`config.mk`:
```
export PLATFORM = sky130hd
export DESIGN_NAME = nor_cmd_seq
export DESIGN_NICKNAME = d
export VERILOG_FILES = /design/src/rtl/nor_cmd_pkg.sv /design/src/rtl/nor_unlock_cfg.sv /design/src/rtl/nor_cmd_fsm.sv /design/src/rtl/nor_id_rom.sv /design/src/rtl/nor_cmd_seq.sv
export SDC_FILE = /design/constraint.sdc
export NUM_CORES = 1
export LEC_CHECK = 0
export BUFFER_PORTS_ARGS = -buffer_cell sky130_fd_sc_hd__buf_2
export CAP_MARGIN = 15
export CORE_MARGIN = 10
export CORE_UTILIZATION = 44
export CTS_CLUSTER_DIAMETER = 120
export DETAILED_ROUTE_END_ITERATION = 10
export PLACE_DENSITY_LB_ADDON = 0.3
export SKIP_LAST_GASP = 1
export SYNTH_ARGS = -nofsm -noshare
export SYNTH_HDL_FRONTEND = slang
export SYNTH_HIERARCHICAL = 1
export SYNTH_SLANG_ARGS = --single-unit
```
`constraint.sdc`:
```
create_clock -name clk -period 6.74 [get_ports clk]
set_clock_uncertainty 0.05 [all_clocks]
set_input_delay 1.011 -clock clk [delete_from_list [all_inputs] [get_ports clk]]
set_output_delay 1.011 -clock clk [all_outputs]
set_load 0.01 [all_outputs]
```
`src/rtl/nor_cmd_pkg.sv`:
```
package nor_cmd_pkg;

  typedef enum logic [3:0] {
    ST_IDLE     = 4'd0,
    ST_UNL1     = 4'd1,
    ST_CMD      = 4'd2,
    ST_ER_U0    = 4'd3,
    ST_ER_U1    = 4'd4,
    ST_ER_CONF  = 4'd5,
    ST_PGM_DATA = 4'd6,
    ST_BUSY     = 4'd7,
    ST_BYP_EXIT = 4'd8
  } seq_state_e;

  typedef enum logic [1:0] {
    MODE_ARRAY = 2'd0,
    MODE_ID    = 2'd1,
    MODE_QUERY = 2'd2
  } rd_mode_e;

  localparam logic [7:0] DAT_UNL_A   = 8'hAA;
  localparam logic [7:0] DAT_UNL_B   = 8'h55;
  localparam logic [7:0] DAT_RESET   = 8'hF0;
  localparam logic [7:0] DAT_QUERY   = 8'h98;
  localparam logic [7:0] DAT_IDENT   = 8'h90;
  localparam logic [7:0] DAT_PROG    = 8'hA0;
  localparam logic [7:0] DAT_ERASE   = 8'h80;
  localparam logic [7:0] DAT_BYP_ON  = 8'h20;
  localparam logic [7:0] DAT_BYP_OFF = 8'h00;
  localparam logic [7:0] DAT_SECT    = 8'h30;
  localparam logic [7:0] DAT_CHIP    = 8'h10;

  // Query table content, computed per index rather than stored as a list.
  function automatic logic [7:0] query_entry(input int unsigned idx,
                                             input logic [7:0] size_log2);
    logic [7:0] v;
    case (idx)
      0:       v = 8'h51;
      1:       v = 8'h52;
      2:       v = 8'h59;
      3:       v = 8'h02;
      23:      v = size_log2;
      28:      v = 8'h01;
      default: v = 8'h00;
    endcase
    return v;
  endfunction

endpackage

```
`src/rtl/nor_unlock_cfg.sv`:
```
module nor_unlock_cfg #(
  parameter int ADDR_W = 12
) (
  input  logic              clk,
  input  logic              rst,
  input  logic [ADDR_W-1:0] cfg_unlock0,
  input  logic [ADDR_W-1:0] cfg_unlock1,
  input  logic [ADDR_W-1:0] wr_off,
  output logic              hit0,
  output logic              hit1
);

  logic [ADDR_W-1:0] u0_q;
  logic [ADDR_W-1:0] u1_q;

  // Unlock addresses are loaded only while reset is held.
  always_ff @(posedge clk) begin
    if (rst) begin
      u0_q <= cfg_unlock0;
      u1_q <= cfg_unlock1;
    end
  end

  assign hit0 = (wr_off == u0_q);
  assign hit1 = (wr_off == u1_q);

endmodule

```
`src/rtl/nor_cmd_fsm.sv`:
```
module nor_cmd_fsm
  import nor_cmd_pkg::*;
#(
  parameter int ADDR_W   = 12,
  parameter int SECT_LSB = 8,
  localparam int SECT_W  = ADDR_W - SECT_LSB
) (
  input  logic              clk,
  input  logic              rst,
  input  logic              wr_vld,
  input  logic [ADDR_W-1:0] wr_off,
  input  logic [7:0]        wr_data,
  input  logic              hit0,
  input  logic              hit1,
  input  logic              prog_ack,
  input  logic              erase_ack,
  output logic [1:0]        mode,
  output logic              prog_req,
  output logic [ADDR_W-1:0] prog_off,
  output logic [7:0]        prog_data,
  output logic              erase_req,
  output logic              erase_chip,
  output logic [SECT_W-1:0] erase_sector,
  output logic              busy
);

  seq_state_e        st_q, st_d;
  rd_mode_e          mode_q, mode_d;
  logic              byp_q, byp_d;
  logic              pr_q, pr_d;
  logic [ADDR_W-1:0] poff_q, poff_d;
  logic [7:0]        pdat_q, pdat_d;
  logic              er_q, er_d;
  logic              ech_q, ech_d;
  logic [SECT_W-1:0] esec_q, esec_d;
  logic              abort;

  always_comb begin
    st_d   = st_q;
    mode_d = mode_q;
    byp_d  = byp_q;
    pr_d   = pr_q;
    poff_d = poff_q;
    pdat_d = pdat_q;
    er_d   = er_q;
    ech_d  = ech_q;
    esec_d = esec_q;
    abort  = 1'b0;

    if (st_q == ST_BUSY) begin
      // Writes are ignored here; only acknowledges move the machine.
      if (pr_q && prog_ack) begin
        pr_d = 1'b0;
        st_d = ST_IDLE;
      end
      if (er_q && erase_ack) begin
        er_d  = 1'b0;
        ech_d = 1'b0;
        st_d  = ST_IDLE;
      end
    end else if (wr_vld) begin
      if (wr_data == DAT_RESET) begin
        st_d   = ST_IDLE;
        mode_d = MODE_ARRAY;
      end else begin
        case (st_q)
          ST_IDLE: begin
            if (wr_data == DAT_QUERY) begin
              mode_d = MODE_QUERY;
            end else if (byp_q) begin
              if (wr_data == DAT_PROG)       st_d = ST_PGM_DATA;
              else if (wr_data == DAT_IDENT) st_d = ST_BYP_EXIT;
            end else if (hit0 && wr_data == DAT_UNL_A) begin
              st_d = ST_UNL1;
            end else begin
              abort = 1'b1;
            end
          end
          ST_UNL1: begin
            if (hit1 && wr_data == DAT_UNL_B) st_d = ST_CMD;
            else                              abort = 1'b1;
          end
          ST_CMD: begin
            if (!hit0) begin
              abort = 1'b1;
            end else begin
              case (wr_data)
                DAT_IDENT: begin
                  mode_d = MODE_ID;
                  st_d   = ST_IDLE;
                end
                DAT_QUERY: begin
                  mode_d = MODE_QUERY;
                  st_d   = ST_IDLE;
                end
                DAT_PROG:  st_d = ST_PGM_DATA;
                DAT_ERASE: st_d = ST_ER_U0;
                DAT_BYP_ON: begin
                  byp_d  = 1'b1;
                  mode_d = MODE_ARRAY;
                  st_d   = ST_IDLE;
                end
                default: abort = 1'b1;
              endcase
            end
          end
          ST_ER_U0: begin
            if (hit0 && wr_data == DAT_UNL_A) st_d = ST_ER_U1;
            else                              abort = 1'b1;
          end
          ST_ER_U1: begin
            if (hit1 && wr_data == DAT_UNL_B) st_d = ST_ER_CONF;
            else                              abort = 1'b1;
          end
          ST_ER_CONF: begin
            if (wr_data == DAT_SECT) begin
              er_d   = 1'b1;
              ech_d  = 1'b0;
              esec_d = wr_off[ADDR_W-1:SECT_LSB];
              st_d   = ST_BUSY;
            end else if (wr_data == DAT_CHIP && hit0) begin
              er_d  = 1'b1;
              ech_d = 1'b1;
              st_d  = ST_BUSY;
            end else begin
              abort = 1'b1;
            end
          end
          ST_PGM_DATA: begin
            pr_d   = 1'b1;
            poff_d = wr_off;
            pdat_d = wr_data;
            st_d   = ST_BUSY;
          end
          ST_BYP_EXIT: begin
            if (wr_data == DAT_BYP_OFF) byp_d = 1'b0;
            st_d = ST_IDLE;
          end
          default: abort = 1'b1;
        endcase
        if (abort) begin
          st_d   = ST_IDLE;
          mode_d = MODE_ARRAY;
        end
      end
    end
  end

  always_ff @(posedge clk) begin
    if (rst) begin
      st_q   <= ST_IDLE;
      mode_q <= MODE_ARRAY;
      byp_q  <= 1'b0;
      pr_q   <= 1'b0;
      poff_q <= '0;
      pdat_q <= '0;
      er_q   <= 1'b0;
      ech_q  <= 1'b0;
      esec_q <= '0;
    end else begin
      st_q   <= st_d;
      mode_q <= mode_d;
      byp_q  <= byp_d;
      pr_q   <= pr_d;
      poff_q <= poff_d;
      pdat_q <= pdat_d;
      er_q   <= er_d;
      ech_q  <= ech_d;
      esec_q <= esec_d;
    end
  end

  assign mode         = mode_q;
  assign prog_req     = pr_q;
  assign prog_off     = poff_q;
  assign prog_data    = pdat_q;
  assign erase_req    = er_q;
  assign erase_chip   = ech_q;
  assign erase_sector = esec_q;
  assign busy         = pr_q | er_q;

endmodule

```
`src/rtl/nor_id_rom.sv`:
```
module nor_id_rom
  import nor_cmd_pkg::*;
#(
  parameter int                 ADDR_W    = 12,
  parameter int unsigned        QRY_LEN   = 82,
  parameter int                 ID_CNT    = 4,
  parameter logic [ID_CNT-1:0][15:0] ID_WORDS = '0,
  parameter logic [7:0]         SIZE_LOG2 = 8'd21,
  localparam int                ID_SEL_W  = (ID_CNT > 1) ? $clog2(ID_CNT) : 1
) (
  input  logic              clk,
  input  logic              rst,
  input  logic [1:0]        mode,
  input  logic [ADDR_W-1:0] rd_off,
  output logic [15:0]       rd_data
);

  logic [15:0] qry_word;
  logic [15:0] id_word;

  always_comb begin
    if (32'(rd_off) < QRY_LEN) qry_word = {8'h00, query_entry(32'(rd_off), SIZE_LOG2)};
    else                       qry_word = 16'h0000;
  end

  generate
    if (ID_CNT > 1) begin : g_id_multi
      assign id_word = ID_WORDS[rd_off[ID_SEL_W-1:0]];
    end else begin : g_id_single
      assign id_word = ID_WORDS[0];
    end
  endgenerate

  always_ff @(posedge clk) begin
    if (rst) begin
      rd_data <= 16'h0000;
    end else begin
      case (mode)
        MODE_QUERY: rd_data <= qry_word;
        MODE_ID:    rd_data <= id_word;
        default:    rd_data <= 16'h0000;
      endcase
    end
  end

endmodule

```
`src/rtl/nor_cmd_seq.sv`:
```
module nor_cmd_seq #(
  parameter int                ADDR_W    = 12,
  parameter int                SECT_LSB  = 8,
  parameter int unsigned       QRY_LEN   = 82,
  parameter logic [3:0][15:0]  ID_WORDS  = {16'h0000, 16'h0000, 16'h2249, 16'h00C2},
  parameter logic [7:0]        SIZE_LOG2 = 8'd21,
  localparam int               SECT_W    = ADDR_W - SECT_LSB
) (
  input  logic              clk,
  input  logic              rst,
  input  logic [ADDR_W-1:0] cfg_unlock0,
  input  logic [ADDR_W-1:0] cfg_unlock1,
  input  logic              wr_vld,
  input  logic [ADDR_W-1:0] wr_off,
  input  logic [7:0]        wr_data,
  input  logic [ADDR_W-1:0] rd_off,
  output logic [1:0]        rd_mode,
  output logic [15:0]       rd_data,
  output logic              prog_req,
  output logic [ADDR_W-1:0] prog_off,
  output logic [7:0]        prog_data,
  input  logic              prog_ack,
  output logic              erase_req,
  output logic              erase_chip,
  output logic [SECT_W-1:0] erase_sector,
  input  logic              erase_ack,
  output logic              busy
);

  logic hit0;
  logic hit1;

  nor_unlock_cfg #(.ADDR_W(ADDR_W)) u_cfg (
    .clk         (clk),
    .rst         (rst),
    .cfg_unlock0 (cfg_unlock0),
    .cfg_unlock1 (cfg_unlock1),
    .wr_off      (wr_off),
    .hit0        (hit0),
    .hit1        (hit1)
  );

  nor_cmd_fsm #(.ADDR_W(ADDR_W), .SECT_LSB(SECT_LSB)) u_fsm (
    .clk          (clk),
    .rst          (rst),
    .wr_vld       (wr_vld),
    .wr_off       (wr_off),
    .wr_data      (wr_data),
    .hit0         (hit0),
    .hit1         (hit1),
    .prog_ack     (prog_ack),
    .erase_ack    (erase_ack),
    .mode         (rd_mode),
    .prog_req     (prog_req),
    .prog_off     (prog_off),
    .prog_data    (prog_data),
    .erase_req    (erase_req),
    .erase_chip   (erase_chip),
    .erase_sector (erase_sector),
    .busy         (busy)
  );

  nor_id_rom #(
    .ADDR_W    (ADDR_W),
    .QRY_LEN   (QRY_LEN),
    .ID_CNT    (4),
    .ID_WORDS  (ID_WORDS),
    .SIZE_LOG2 (SIZE_LOG2)
  ) u_rom (
    .clk     (clk),
    .rst     (rst),
    .mode    (rd_mode),
    .rd_off  (rd_off),
    .rd_data (rd_data)
  );

endmodule

```
Word level (Yosys, flattened, before mapping)
Index checks and enable logic that the tools add are counted.
Storage, ports and cells
  register bits: 74
  logic and storage cells: 152
Cells by class
  eq/ne operators: 46
  reduce and logical (&&, ||, !) cells: 26
  $lt $le $gt $ge: 2
  multiplexer cells: 63
  bitwise operators: 3
Operators by type and width (count)
  two-way mux 4 bit: 17
  equality test 8 bit, second input constant: 6
  one-hot mux 7 bit (6 select lines): 1
  binary-select mux 16 bit (select 2 bit): 1
  one-hot mux 16 bit (2 select lines): 1
  one-hot mux 4 bit (8 select lines): 1
  two-way mux 1 bit: 31
  equality test 12 bit: 2
  equality test 12 x 2 -> 1 bit, second input constant: 2
  equality test 12 x 5 -> 1 bit, second input constant: 2
  != test 5 x 1 -> 1 bit, second input constant: 4
  != test 6 x 1 -> 1 bit, second input constant: 3
  equality test 4 x 3 -> 1 bit, second input constant: 4
  equality test 8 x 6 -> 1 bit, second input constant: 2
  two-way mux 16 bit: 1
  equality test 12 x 1 -> 1 bit, second input constant: 1
  zero test 12 bit: 1
  less-than comparator 12 x 7 -> 1 bit, second input constant: 1
  one-hot mux 4 bit (3 select lines): 1
  AND reduction 12 bit: 1
  nonzero test 11 bit: 1
  AND reduction 5 bit: 2
  equality test 4 x 2 -> 1 bit, second input constant: 2
  equality test 8 x 5 -> 1 bit, second input constant: 1
  33 further kinds: 51

Depth between registers and ports, before layout
  depth after elaboration: 13
  gate-level depth with buffers: 8

By module
The synthesis kept the hierarchy.
Modules (own cells, without submodules)
  nor_cmd_fsm: cells an instance 227, instances 1, area an instance 1968.1 um^2
  nor_unlock_cfg: cells an instance 56, instances 1, area an instance 988.4 um^2
  nor_id_rom: cells an instance 49, instances 1, area an instance 449.2 um^2

Worst setup path before layout
OpenSTA, ideal clock, no wires.
  path kind: input-to-reg
  start: in wr_off[0]
  end: reg u_fsm.st_q[0]
  stages: 8
  arrival time: 2.637 ns
  library setup time: 0.096 ns
  path slack: 3.958 ns
  data required time: 6.594 ns
  path buffers: 0
  cells stage by stage: xnor2_1 nand4_1 nor3_2 and4b_1 a311oi_1 nor4_1 nand3_2 o41ai_2
On the way
  longest elaborated chain between the ends: 13
  elaborated cells between the ends (all ways): 31
  those cells by class: 11 x eq/ne; 15 x mux; 5 x reduce/logical
Ends and longest elaborated chain
  from (decl): RTL line nor_cmd_seq.sv:14  | input logic [ADDR_W-1:0] wr_off,
  equality test 12 bit *: RTL line nor_unlock_cfg.sv:24  | assign hit0 = (wr_off == u0_q);
  named net hit0: RTL line nor_cmd_seq.sv:30  | logic hit0;
  parallel branches: the longest is 12 deep, another holds AND reduction 12 bit
  to (signal assigned): RTL line nor_cmd_fsm.sv:161  | st_q <= st_d;
  to (decl): RTL line nor_cmd_fsm.sv:27  | seq_state_e st_q, st_d;
Mark *: on every way through the listed nets, which the timed path passes. The select of a mux whose other input is x is not followed.
A chain may end at the register's enable or synchronous reset.

Worst setup path in the final report
Ends and elaborated chain as after synthesis.

==> qor.csv <==
stage;metric;value;unit
routing;routed vias;2792;
pwr;worst IR drop on VDD;0.146;mV
global_route;first-pass GRT wire length;14000;um
synthesis;Yosys top cell area share;24.7;%
cts;CTS hold repair buffers;0;
synthesis;cell area after synthesis;3410;um2
global_route;vias in the first global route;2880;
critical_path;WP data arrival;3.22;ns
cts;PostCTS Resize Cnt;0;
critical_path;Critical Path RT;6.94;ns
sta;Max-slew headroom;51.6;%
cts;CTS tree;built;
placed_design;Placement Cell Area;3910;um2
cts;Clock Sinks;66;
global_route;total grt overflow;0;
cts;postcts setup bufs;0;
synthesis;synth top area cells;dfxtp_1 (25%), edfxtp_1 (21%), mux2i_1 (7.3%), xnor2_1 (6.9%), nor2_1 (4.1%);
cts;Num CTS Buffers;9;
routing;Vias/cell;5.29;
synthesis;Synth Warn #;6;
routing;antenna viol nets, final;0;
sta;FMAX;0.331;GHz
finish;Reg area;1560;um2
sta;sum of negative setup slack;0;ns
finish;Design Area, Final;4090;um2
sta;measured slew at the worst slew-check pin;0.726;ns
synthesis;Synth Area per Inst;10.3;um2
cts;Reg clk slew, reported paths;0.07;ns
synthesis;main flop type after synthesis;dfxtp_1;
critical_path;crit path kind;input port to register;
placed_design;DP Wirelength;6510;um
synthesis;EDFF count, synth;24;
synthesis;asr flop ratio synth;0;%
finish;Multi-input gate area;1690;um2
global_route;gr usage total;15.0;%
finish;filler instances;698;
sta;Final period util;44.9;%
cts;clock latency on the worst-skew pair;0.34;ns
job;max-cap violations;0;
die;Core Area;7650;um2
routing;initial DRC count;150;
synthesis;Seq/Total Area, Yosys;45.8;%
sta;Final Critical Period;3.02;ns
cts;CTS root buffer;clkbuf_8;
critical_path;flop2flop setup slack;4.13;ns
routing;DRT Pass-1 Iters;5;
placed_design;GP Congestion;0.831;
die;Ports;107;
synthesis;Synth area leader;dfxtp_1;
global_route;largest net degree at the start of global routing;67;
routing;final WL;8620;um
critical_path;Crit. End Element;register;
synthesis;post-synth cell types;65;
sta;max-slew violations;0;
pwr;pwr/cell area;195;nW/um2
pwr;LEAKAGE;1.78;nW
sta;RSZ-0062 raised after global routing;false;
cts;Clock Path Buffers;2;
cts;H-tree depth;3;
critical_path;Worst Setup Start Kind;input port;
die;initial core utilization;44.5;%
placed_design;count of input and output buffers;99;
die;die height;108;um
pwr;final total power;798;uW
finish;layout overhead on the synthesized area;20.1;%
synthesis;Synth Instances;332;
finish;antenna diode instance count;0;
global_route;antenna violations before repair;0;
die;die area;11700;um2
critical_path;CP Max Fanout;6;
sta;Hold Vio Cnt, Final;0;
routing;routed length per instance;16.3;um
sta;Final Setup Violations;0;
worst_hold_path;Hold WC Path Type;register to register;
sta;Hold WS;0.444;ns
status;status;finished, final reports clean;
die;num rows;32;
synthesis;Synth Register Bits;66;
synthesis;Post-synth top cells;dfxtp_1 (42), nor2_1 (37), xnor2_1 (27);
synthesis;top-count cell post-synth;dfxtp_1;
die;chip width;108;um
routing;DRC;0;
finish;fin nets;484;
finish;layout cells sized above 1;32.9;%
## critical path, stage by stage
cell and delay (ns):
buf_2 0.13, xnor2_1 0.16, nand4_1 0.15, nor3_2 0.42, and4b_1 0.30, a311oi_1 0.10, nor4_1 0.38, nand3_2 0.21
o41ai_2 0.35
## routing by layer
metal,GRT usage (%),vias to the layer above,routed length (um)
met4,5.44,0,116
met2,24.1,107,4080
met5,0,-,0
met3,5.95,10,719
li1,-,1378,-
met1,17.6,1297,3710
## cell type report
| class | count | share of cell area (%) |
|---|---|---|
| Clock buffer | 9 | 3.03 |
| Multi-Input combinational cell | 236 | 41.3 |
| Clock inverter | 7 | 1.31 |
| Tap cell | 102 | 3.12 |
| Inverter | 7 | 0.642 |
| Timing Repair Buffer | 101 | 12.5 |
| Sequential cell | 66 | 38.2 |
## metrics by stage
| step | setup WS (ns) | cells | utilization, % |
|---|---|---|---|
| 6_report | 3.72 | 528 | 53.5 |
| 5_1_grt | 3.50 | 528 | 53.5 |
| 4_1_cts | 3.73 | 528 | 53.5 |
| 3_5_place_dp | 3.37 | 512 | 51.2 |
| 3_3_place_gp | 3.37 | 512 | 51.2 |
| 2_1_floorplan | 3.96 | 338 | - |
## registers in the layout (all words and copies together) (netlist names)
signal,flops
u_rom/rd_data,8
u_fsm/erase_sector,4
u_cfg/u0_q,12
u_fsm/erase_chip,1
u_fsm/byp_q,1
u_fsm/prog_req,1
u_fsm/st_q,4
u_fsm/prog_data,8
u_fsm/prog_off,12
u_cfg/u1_q,12
u_fsm/erase_req,1
u_fsm/mode,2
## logic make-up (layout without fill, tap and decap cells)
kind of cell | Yosys count | count (layout) | synth area share, %
XOR/XNOR | 27 | 27 | 6.94
AO/OA/AOI/OAI | 57 | 57 | 12.4
AND/OR/NAND/NOR | 118 | 118 | 21.3
adder cells (fa/ha/maj) | 2 | 2 | 0.735
multiplexers | 25 | 25 | 7.35
other | 1 | 7 | 0.110
flip-flops | 66 | 66 | 45.8
buffers and inverters | 36 | 124 | 5.36
## layout by cell type (no fill, tap or decap), types with 3 or more instances in the layout
cell type	n
a311oi_1	3
edfxtp_1	24
nor2b_1	6
a22oi_1	3
and3_1	4
xnor2_1	27
clkbuf_8	9
o31ai_1	4
nor4b_1	4
nand4b_1	3
inv_1	7
buf_2	99
o21ai_0	9
a211oi_1	3
nor4_1	4
conb_1	7
nand2_1	7
nand3_1	3
or2_2	3
nor3_1	6
clkinvlp_4	3
nor4_2	3
nand4_1	11
nand2b_1	5
o21a_1	4
dfxtp_1	42
mux2i_1	25
nand3b_1	3
a21oi_1	10
nor2_1	37
## where the power goes
group          total (mW)  switching [mW]  internal (mW)
Clock               0.297           0.162          0.135
Combinational      0.0710          0.0395         0.0315
Sequential          0.430         0.00494          0.425
Total               0.798           0.206          0.592
## path summary, 6_finish.rpt
| path | from | end | cells past startpoint |
|---|---|---|---|
| max | wr_off[0] | u_fsm/st_q[0]$_SDFFE_PP0P_ | 9 |
| min | u_fsm/prog_data[1]$_SDFFE_PP0P_ | u_fsm/prog_data[1]$_SDFFE_PP0P_ | 2 |
| max reg2reg | u_cfg/u0_q[4]$_DFFE_PP_ | u_fsm/st_q[0]$_SDFFE_PP0P_ | 8 |
| min reg2reg | u_fsm/prog_data[1]$_SDFFE_PP0P_ | u_fsm/prog_data[1]$_SDFFE_PP0P_ | 2 |
No activity file was read; power rests on OpenSTA's default activity.
